`config.mk`:
```
export PLATFORM = sky130hd
export DESIGN_NAME = coh_dir_ctrl
export DESIGN_NICKNAME = d
export VERILOG_FILES = /design/src/rtl/coh_dir_pkg.sv /design/src/rtl/coh_dir_datapath.sv /design/src/rtl/coh_dir_control.sv /design/src/rtl/coh_dir_ctrl.sv
export SDC_FILE = /design/constraint.sdc
export NUM_CORES = 1
export LEC_CHECK = 0
export ABC_AREA = 1
export CORE_MARGIN = 5
export CORE_UTILIZATION = 55
export CTS_CLUSTER_DIAMETER = 60
export CTS_CLUSTER_SIZE = 24
export DETAILED_ROUTE_END_ITERATION = 7
export GPL_ROUTABILITY_DRIVEN = 1
export PLACE_DENSITY = 0.83
export SLEW_MARGIN = 10
export SYNTH_ARGS = -nofsm -noshare
export SYNTH_HDL_FRONTEND = slang
export SYNTH_SLANG_ARGS = --single-unit
```
`constraint.sdc`:
```
create_clock -name clk -period 11.2 [get_ports clk]
set_input_delay 1.12 -clock clk [delete_from_list [all_inputs] [get_ports clk]]
set_output_delay 1.12 -clock clk [all_outputs]
set_load 0.02 [all_outputs]
```
`src/rtl/coh_dir_pkg.sv`:
```
package coh_dir_pkg;

  typedef enum logic [1:0] {
    OP_READ    = 2'd0,
    OP_WRITE   = 2'd1,
    OP_RELEASE = 2'd2
  } reqOp_e;

  typedef enum logic [1:0] {
    ST_SHARED = 2'd1,
    ST_EXCL   = 2'd2,
    ST_MOD    = 2'd3
  } lineSt_e;

  localparam logic MSG_INVAL = 1'b0;
  localparam logic MSG_FETCH = 1'b1;

  typedef struct packed {
    logic capture;
    logic sendFire;
    logic ackFire;
    logic commit;
  } dirStrobe_t;

endpackage

```
`src/rtl/coh_dir_datapath.sv`:
```
module coh_dir_datapath
  import coh_dir_pkg::*;
#(
  parameter int NCL     = 8,
  parameter int ENTRIES = 8,
  parameter int ADDR_W  = 8,
  localparam int CID_W  = (NCL > 1) ? $clog2(NCL) : 1
) (
  input  logic              clk,
  input  logic              rstN,
  input  dirStrobe_t        stb,
  input  logic [1:0]        reqOp,
  input  logic [CID_W-1:0]  reqCluster,
  input  logic [ADDR_W-1:0] reqAddr,
  output logic              lookHit,
  output logic              dirFull,
  output logic              pendEmpty,
  output logic              cntZero,
  output logic [CID_W-1:0]  msgDest,
  output logic              msgKind,
  output logic [CID_W-1:0]  latCluster,
  output logic [ADDR_W-1:0] latAddr
);

  localparam int IDX_W = (ENTRIES > 1) ? $clog2(ENTRIES) : 1;
  localparam int CNT_W = $clog2(NCL + 1);

  // directory storage
  logic              entValid [ENTRIES];
  logic [ADDR_W-1:0] entAddr  [ENTRIES];
  logic [NCL-1:0]    entSh    [ENTRIES];
  lineSt_e           entSt    [ENTRIES];

  // lookup of the incoming request
  logic [IDX_W-1:0] hitIdx, freeIdx;
  logic [NCL-1:0]   hitSh, reqBit, targets;
  lineSt_e          hitSt;
  logic             needMsg;

  always_comb begin
    lookHit = 1'b0;
    hitIdx  = '0;
    hitSh   = '0;
    hitSt   = ST_SHARED;
    for (int i = 0; i < ENTRIES; i++) begin
      if (entValid[i] && entAddr[i] == reqAddr) begin
        lookHit = 1'b1;
        hitIdx  = IDX_W'(i);
        hitSh   = entSh[i];
        hitSt   = entSt[i];
      end
    end
  end

  always_comb begin
    freeIdx = '0;
    dirFull = 1'b1;
    for (int i = ENTRIES - 1; i >= 0; i--) begin
      if (!entValid[i]) begin
        freeIdx = IDX_W'(i);
        dirFull = 1'b0;
      end
    end
  end

  always_comb begin
    reqBit = '0;
    reqBit[reqCluster] = 1'b1;
  end

  assign targets = hitSh & ~reqBit;

  always_comb begin
    needMsg = 1'b0;
    if (lookHit && targets != '0) begin
      if (reqOp == OP_WRITE) needMsg = 1'b1;
      else if (reqOp == OP_READ && hitSt == ST_MOD) needMsg = 1'b1;
    end
  end

  // latched transaction
  logic [1:0]       lOp;
  logic             lHit;
  logic [IDX_W-1:0] lIdx, lFree;
  logic [NCL-1:0]   lSh, lBit, pend;
  lineSt_e          lSt;
  logic [CNT_W-1:0] outCnt;
  logic             lKind;

  always_ff @(posedge clk) begin
    if (!rstN) begin
      lOp        <= '0;
      lHit       <= 1'b0;
      lIdx       <= '0;
      lFree      <= '0;
      lSh        <= '0;
      lBit       <= '0;
      lSt        <= ST_SHARED;
      lKind      <= MSG_INVAL;
      latCluster <= '0;
      latAddr    <= '0;
    end else if (stb.capture) begin
      lOp        <= reqOp;
      lHit       <= lookHit;
      lIdx       <= hitIdx;
      lFree      <= freeIdx;
      lSh        <= hitSh;
      lBit       <= reqBit;
      lSt        <= hitSt;
      lKind      <= (hitSt == ST_MOD) ? MSG_FETCH : MSG_INVAL;
      latCluster <= reqCluster;
      latAddr    <= reqAddr;
    end
  end

  always_comb begin
    msgDest = '0;
    for (int i = NCL - 1; i >= 0; i--) begin
      if (pend[i]) msgDest = CID_W'(i);
    end
  end

  always_ff @(posedge clk) begin
    if (!rstN) begin
      pend <= '0;
    end else if (stb.capture) begin
      pend <= needMsg ? targets : '0;
    end else if (stb.sendFire) begin
      pend <= pend & ~(NCL'(1) << msgDest);
    end
  end

  always_ff @(posedge clk) begin
    if (!rstN) begin
      outCnt <= '0;
    end else begin
      case ({stb.sendFire, stb.ackFire && outCnt != '0})
        2'b10:   outCnt <= outCnt + CNT_W'(1);
        2'b01:   outCnt <= outCnt - CNT_W'(1);
        default: outCnt <= outCnt;
      endcase
    end
  end

  assign pendEmpty = (pend == '0);
  assign cntZero   = (outCnt == '0);
  assign msgKind   = lKind;

  // directory update at commit
  logic             doWrite, doFree;
  logic [IDX_W-1:0] wrIdx;
  logic [NCL-1:0]   newSh;
  lineSt_e          newSt;

  always_comb begin
    doWrite = 1'b0;
    doFree  = 1'b0;
    wrIdx   = lHit ? lIdx : lFree;
    newSh   = lSh;
    newSt   = lSt;
    case (lOp)
      OP_READ: begin
        doWrite = 1'b1;
        if (!lHit) begin
          newSh = lBit;
          newSt = ST_EXCL;
        end else begin
          newSh = lSh | lBit;
          newSt = ($countones(newSh) == 1) ? lSt : ST_SHARED;
        end
      end
      OP_WRITE: begin
        doWrite = 1'b1;
        newSh   = lBit;
        newSt   = ST_MOD;
      end
      OP_RELEASE: begin
        if (lHit) begin
          newSh = lSh & ~lBit;
          if (newSh == '0) doFree = 1'b1;
          else begin
            doWrite = 1'b1;
            newSt = ($countones(newSh) == 1 && lSt != ST_MOD) ? ST_EXCL : lSt;
          end
        end
      end
      default: ;
    endcase
  end

  for (genvar e = 0; e < ENTRIES; e++) begin : g_ent
    logic sel;
    assign sel = stb.commit && (wrIdx == IDX_W'(e));
    always_ff @(posedge clk) begin
      if (!rstN) begin
        entValid[e] <= 1'b0;
        entAddr[e]  <= '0;
        entSh[e]    <= '0;
        entSt[e]    <= ST_SHARED;
      end else if (sel && doWrite) begin
        entValid[e] <= 1'b1;
        entAddr[e]  <= latAddr;
        entSh[e]    <= newSh;
        entSt[e]    <= newSt;
      end else if (sel && doFree) begin
        entValid[e] <= 1'b0;
        entSh[e]    <= '0;
      end
    end
  end

endmodule

```
`src/rtl/coh_dir_control.sv`:
```
module coh_dir_control
  import coh_dir_pkg::*;
(
  input  logic       clk,
  input  logic       rstN,
  input  logic       reqValid,
  input  logic [1:0] reqOp,
  input  logic       lookHit,
  input  logic       dirFull,
  input  logic       pendEmpty,
  input  logic       cntZero,
  input  logic       msgReady,
  input  logic       ackValid,
  input  logic       rspReady,
  output dirStrobe_t stb,
  output logic       reqReady,
  output logic       msgValid,
  output logic       ackReady,
  output logic       rspValid
);

  typedef enum logic [2:0] {S_IDLE, S_SEND, S_WAIT, S_COMMIT, S_RESP} ctrlSt_e;
  ctrlSt_e state, stateNext;

  assign reqReady = (state == S_IDLE) && !(dirFull && !lookHit && reqOp != OP_RELEASE);
  assign msgValid = (state == S_SEND) && !pendEmpty;
  assign ackReady = (state == S_SEND) || (state == S_WAIT);
  assign rspValid = (state == S_RESP);

  always_comb begin
    stb          = '0;
    stb.capture  = reqValid && reqReady;
    stb.sendFire = msgValid && msgReady;
    stb.ackFire  = ackValid && ackReady;
    stb.commit   = (state == S_COMMIT);
  end

  always_comb begin
    stateNext = state;
    case (state)
      S_IDLE:   if (stb.capture) stateNext = S_SEND;
      S_SEND:   if (pendEmpty) stateNext = S_WAIT;
      S_WAIT:   if (cntZero) stateNext = S_COMMIT;
      S_COMMIT: stateNext = S_RESP;
      S_RESP:   if (rspReady) stateNext = S_IDLE;
      default:  stateNext = S_IDLE;
    endcase
  end

  always_ff @(posedge clk) begin
    if (!rstN) state <= S_IDLE;
    else       state <= stateNext;
  end

endmodule

```
`src/rtl/coh_dir_ctrl.sv`:
```
module coh_dir_ctrl
  import coh_dir_pkg::*;
#(
  parameter int NCL     = 8,
  parameter int ENTRIES = 8,
  parameter int ADDR_W  = 8,
  localparam int CID_W  = (NCL > 1) ? $clog2(NCL) : 1
) (
  input  logic              clk,
  input  logic              rstN,
  input  logic              reqValid,
  output logic              reqReady,
  input  logic [1:0]        reqOp,
  input  logic [CID_W-1:0]  reqCluster,
  input  logic [ADDR_W-1:0] reqAddr,
  output logic              msgValid,
  input  logic              msgReady,
  output logic              msgKind,
  output logic [CID_W-1:0]  msgDest,
  output logic [ADDR_W-1:0] msgAddr,
  input  logic              ackValid,
  output logic              ackReady,
  output logic              rspValid,
  input  logic              rspReady,
  output logic [CID_W-1:0]  rspCluster,
  output logic [ADDR_W-1:0] rspAddr
);

  dirStrobe_t        stb;
  logic              lookHit, dirFull, pendEmpty, cntZero;
  logic [CID_W-1:0]  latCluster;
  logic [ADDR_W-1:0] latAddr;

  coh_dir_control u_ctrl (
    .clk(clk), .rstN(rstN), .reqValid(reqValid), .reqOp(reqOp),
    .lookHit(lookHit), .dirFull(dirFull), .pendEmpty(pendEmpty), .cntZero(cntZero),
    .msgReady(msgReady), .ackValid(ackValid), .rspReady(rspReady),
    .stb(stb), .reqReady(reqReady), .msgValid(msgValid),
    .ackReady(ackReady), .rspValid(rspValid)
  );

  coh_dir_datapath #(.NCL(NCL), .ENTRIES(ENTRIES), .ADDR_W(ADDR_W)) u_dp (
    .clk(clk), .rstN(rstN), .stb(stb), .reqOp(reqOp),
    .reqCluster(reqCluster), .reqAddr(reqAddr),
    .lookHit(lookHit), .dirFull(dirFull), .pendEmpty(pendEmpty), .cntZero(cntZero),
    .msgDest(msgDest), .msgKind(msgKind),
    .latCluster(latCluster), .latAddr(latAddr)
  );

  assign msgAddr    = latAddr;
  assign rspCluster = latCluster;
  assign rspAddr    = latAddr;

endmodule

```
Yosys cells after proc, flatten, opt, wreduce, memory -nomap -nowiden
Memory sizes are Yosys's and may differ from the RTL's.
Cells that the tools add are included.

cells by class
  $add $sub $neg = 16
  magnitude comparators = 2
  eq/ne operators = 33
  shift-type cells = 1
  multiplexer cells = 191
  bitwise logic cells = 55
  reduce and logical (&&, ||, !) cells = 61

operators by type and width
  kind                   count
  $mux W8                37
  $add A32 B32 Y32       6
  $mux W1                100
  $mux W3                25
  $eq A32 B2 Y1 const B  2
  $eq A8 B8 Y1           8
  $or A1 B1 Y1           48
  $mux W2                23
  $logic_and A1 B1 Y1    44
  $and A8 B8 Y8          3
  $not A8 Y8             3
  $pmux W8 S3            1
  $add A1 B1 Y2          8
  $logic_not A8 Y1       2
  $eq A3 B3 Y1 const B   5
  $pmux W3 S5            1
  $eq A3 B2 Y1 const B   4
  $ne A2 B2 Y1 const B   4
  $or A8 B8 Y8           1
  $pmux W4 S2            1
  $reduce_bool A8 Y1     1
  $shl A1 B3 Y8 const A  1
  $eq A2 B1 Y1 const B   3
  $eq A2 B2 Y1 const B   3
  other kinds (18)       25

storage, ports and cells
  register bits = 54
  bits in writable memories = 152
  input bits = 19
  output and inout bits = 27
  word-level logic and storage cells = 376
  memories kept = 4

memory list
  name           depth  width  read ports  clocked after memory_dff  write ports  line                    RTL
  u_dp.entAddr   8      8      8           0                         8            coh_dir_datapath.sv:30  logic [ADDR_W-1:0] entAddr [ENTRIES];
  u_dp.entSh     8      8      8           0                         8            coh_dir_datapath.sv:31  logic [NCL-1:0] entSh [ENTRIES];
  u_dp.entSt     8      2      8           0                         8            coh_dir_datapath.sv:32  lineSt_e entSt [ENTRIES];
  u_dp.entValid  8      1      8           0                         8            coh_dir_datapath.sv:29  logic entValid [ENTRIES];

Longest topological paths before layout
An unclocked memory read counts as a cell.

  word-level depth = 19
  depth in mapped cells = 22
  mapped depth without buffers = 19

By module
A second synthesis with hierarchy kept.

second synthesis, totals
  cell total of the unflattened synthesis = 1,340
  area total of the unflattened synthesis = 11,069.4 sq um

by module, submodules not included
  module            instances  cells each  area an instance (sq um)  sequential area each (sq um)
  coh_dir_datapath  1          1,276       10,700.3                  5,575.3
  coh_dir_control   1          56          309.0                     60.1
  coh_dir_ctrl      1          8           60.1                      0.0

Worst setup path before layout
Ideal clock, no wire load.

  path kind = register to register
  start = register u_dp.lSh[6]
  end = memory u_dp.entSt[0][0] (netlist name) (data pin)
  setup time = 0.276 ns
  arrival time = 3.455 ns
  required time = 10.924 ns
  setup slack = 7.469 ns
  stages on the path, launching flop included = 15
  path buffers = 0
  clock period less this slack = 3.731 ns
  path through = dfxtp_1 inv_1 nor2_1 ha_1 fa_1 inv_1 fa_1 inv_1 ha_1 fa_1 or3_1 nor3_1 nand3b_1 a32oi_1 nand2_1

RTL lines
  element                 line                     RTL
  from (decl)             coh_dir_datapath.sv:85   logic [NCL-1:0] lSh, lBit, pend;
  from (signal assigned)  coh_dir_datapath.sv:107  lSh <= hitSh;
  to (decl)               coh_dir_datapath.sv:32

Worst setup path after layout
  start = input port reqAddr[7]
  end = output port reqReady

on the way
  cells in the longest elaborated chain, start to end = 15
  elaborated cells on any way between the ends = 29
  classes of those cells = eq/ne (8); mux (8); reduce/logical (13)

ends and longest elaborated chain
  element                                line                    RTL
  from (decl)                            coh_dir_ctrl.sv:15      input logic [ADDR_W-1:0] reqAddr,
  $eq A8 B8 Y1                           coh_dir_datapath.sv:46  if (entValid[i] && entAddr[i] == reqAddr) begin
  $logic_and A1 B1 Y1                    coh_dir_datapath.sv:46
  $mux W1 (7 in series)                  coh_dir_datapath.sv:46
  $mux W1 (*)                            coh_dir_datapath.sv:46
  $logic_not A1 Y1 (*)                   coh_dir_control.sv:25   assign reqReady = (state == S_IDLE) && !(dirFull && !lookHit && reqOp != OP_RELEASE);
  $logic_and A1 B1 Y1 (*) (2 in series)  coh_dir_control.sv:25
  $logic_not A1 Y1 (*)                   coh_dir_control.sv:25
  $logic_and A1 B1 Y1 (*)                coh_dir_control.sv:25
  to (decl)                              coh_dir_ctrl.sv:12      output logic reqReady,

Mark *: on every way between the ends. The rest lies on a longest branch, timed or not.

==> impl_metrics.json <==
{
  "max_freq_mhz": 192.3,
  "gp_congestion": 0.9882,
  "netlist_area_um2": 10970,
  "antenna-diode-count": 0,
  "grt_use_total_pct": 24.53,
  "fp.dieH_um": 151.2,
  "worst_slack_ns": 6.001,
  "cts_tree": "done",
  "vias": 9098,
  "slew_viol_final": 0,
  "tightest_slew_ns": 1.169,
  "die_area_um2": 22880,
  "holdCritPathClass": "flip-flop to flip-flop",
  "worstSkewPairLatency_ns": 0.50,
  "start_util_pct": 56.20,
  "clock_skew_ns": 0.02504,
  "critPathKind": "input port to output pin",
  "min_period_over_period_pct": 46.42,
  "first_pass_iters": 6,
  "post_cts_buffers": 0,
  "htreeDepth": 1,
  "antenna_left": 0,
  "path_clk_slew_ns": 0.09,
  "final_area_um2": 12050,
  "place_area_um2": 11510,
  "syn_area_per_cell_um2": 8.357,
  "yosysWarnings": 0,
  "pre_cts_ws_ns": 6.071,
  "rsz0062_at_grt": "false",
  "syn_to_final_growth_pct": 9.817,
  "post_drt_wl_per_cell_um": 16.95,
  "cp.required_ns": 10.08,
  "grt_overflow": 0,
  "max_cap_violations": 0,
  "internal-power_w": 0.001394,
  "utilization_pct": 61.71,
  "grt_pass1_wl_mm": 43.95,
  "crit_path_start_kind": "input port",
  "comb_power_share_pct": 29.8,
  "synth_seq_area_share_pct": 51.36,
  "dr.first_iter.drc_count": 1045,
  "cp-end-kind": "output pin",
  "hold_ws_ns": 0.4669,
  "num_rows": 51,
  "grt_pass1_vias": 8577,
  "regArea_um2": 5635,
  "power.density_nw_per_um2": 179.3,
  "arrival_ns": 4.08,
  "tns_ns": 0,
  "final_nets": 1377,
  "async_flop_share_pct": 0,
  "vdd_ir_drop_max_mv": 0.1979,
  "multiInputGateArea_um2": 4379,
  "power_switching_w": 0.0007667,
  "die_x_um": 151.2,
  "fillers": 1673,
  "synthFlopType": "edfxtp_1",
  "root_buffer": "clkbuf_16",
  "clkPwrFrac_pct": 27.2,
  "synth_edf_count": 151,
  "io_buffers": 45,
  "maxSlewHeadroom_pct": 21.23,
  "cts_hold_buf": 0,
  "mappedNetlistNets": 1358,
  "yosys.cell_types.count": 48,
  "run_status": "completed",
  "place_hpwl_mm": 19.73,
  "wirelength_mm": 27.24,
  "path_max_fanout": 12,
  "clock_tree.buffer_depth": 3,
  "grt_start_max_net_pins": 72,
  "p_leak_nw": 4.843,
  "antenna_found_initial": 0,
  "setup_viol": 0,
  "io_pins": 46,
  "cts-resized-gates": 0,
  "seqPwrFrac_pct": 43.0,
  "ys_seq_elements": 206,
  "syn_inst": 1313,
  "cts_made_buffers": 16,
  "period_needed_ns": 5.199,
  "cts_sinks": 206,
  "drive_gt1_share_pct": 5.514,
  "vias_per_cell": 5.661,
  "hold_viol_final": 0,
  "drc_errors": 0,
  "swShare_pct": 35.48,
  "core_area_um2": 19530
}
## sequential cells by signal, summed over array words and instances, names as in the netlist, 8 cells and up
| register | cells |
|---|---|
| u_dp.lSh | 8 |
| u_dp.pend | 8 |
| u_dp.entValid | 8 |
| u_dp.entSt | 16 |
| u_dp.entAddr | 64 |
| u_dp.lBit | 8 |
| u_dp.latAddr | 8 |
| u_dp.entSh | 64 |
## power groups by stage
stage | clock, W | sequential [W] | combinational, W
after floorplan | 0 | 0.000940 | 0.000428
after global placement | 0 | 0.000942 | 0.000625
after detailed placement | 0 | 0.000944 | 0.000636
after CTS | 0.000595 | 0.000928 | 0.000642
after global routing | 0.000623 | 0.000936 | 0.000726
final | 0.000588 | 0.000929 | 0.000644
## critical path, stage by stage
cell,delay (ns)
clkdlybuf4s50_1,0.74
inv_1,0.25
or2_2,0.32
nand4_1,0.08
nand3b_1,0.33
nand2_1,0.15
nor2_1,0.29
nand3_1,0.12
nand2_1,0.09
inv_2,0.04
clkdlybuf4s50_1,0.53
## cells by family after synthesis
group | after synthesis | synth area share, %
AND/OR/NAND/NOR | 618 | 23.82
buffers and inverters | 224 | 8.734
AO/OA/AOI/OAI | 220 | 10.99
flip-flops | 206 | 51.36
adder cells (fa/ha/maj) | 26 | 3.580
XOR/XNOR | 19 | 1.517
## per-stage QoR
stage          power, W  instances
3_5_place_dp   0.001580       1579
6_report       0.002161       1607
3_3_place_gp   0.001567       1579
4_1_cts        0.002164       1607
2_1_floorplan  0.001368       1313
5_1_grt        0.002285       1607
## area by class of cell
cell class,count,area share (%)
sequential,206,46.77
clock inverter,10,0.9552
multi-input combinational,883,36.34
inverter,171,5.327
clock buffer,18,3.561
tap,265,2.752
timing repair buffer,54,4.299
## cell usage after synthesis (13+ instances only)
library cell    n  share of area, %
clkbuf_1       17              0.58
nor2_1        235               8.0
or2_2          14              0.80
a21oi_1       103               4.7
inv_1         145               5.0
buf_4          15               1.0
nand2_1       244               8.3
nand3_1        56               2.6
buf_2          13              0.59
clkinv_1       17              0.58
o21ai_0        65               3.0
edfxtp_1      151                41
nor3_1         24               1.1
dfxtp_1        55                10
ha_1           17               1.9
## layer usage
layer / vias to the layer above / part of all wire [%] / GRT usage [%]
met2: 442 / 47 / 39.85
met5: - / 0 / 0
met1: 4227 / 42 / 34.37
met4: 0 / 3.1 / 7.253
li1: 4355 / - / -
met3: 74 / 8.6 / 3.561
## placed cells by master (no fill, tap or decap), drive strengths merged, types with 9 or more instances in the layout
cell type and instances:
a211oi 12, a21oi 106, buf 9, clkbuf 18
clkdlybuf4s50 45, clkinv 24, dfxtp 55, edfxtp 151
fa 9, ha 17, inv 156, nand2 249
nand3 57, nand3b 11, nor2 239, nor3 25
o21ai 79, o22ai 12, or2 16, xnor2 11
## worst paths after layout
kind	startpoint	endpoint	slack, ns	cells after the start
max	reqAddr[7]	reqReady	6.00	11
min	u_dp.lIdx[0]$_SDFFE_PN0N_	u_dp.lIdx[0]$_SDFFE_PN0N_	0.47	2
max reg2reg	u_dp.lSh[6]$_SDFFE_PN0N_	u_dp.entSt[0][0]$_SDFFCE_PN1P_	6.64	14
min reg2reg	u_dp.lIdx[0]$_SDFFE_PN0N_	u_dp.lIdx[0]$_SDFFE_PN0N_	0.47	2
Note: power is estimated with default switching activity, not from simulation.
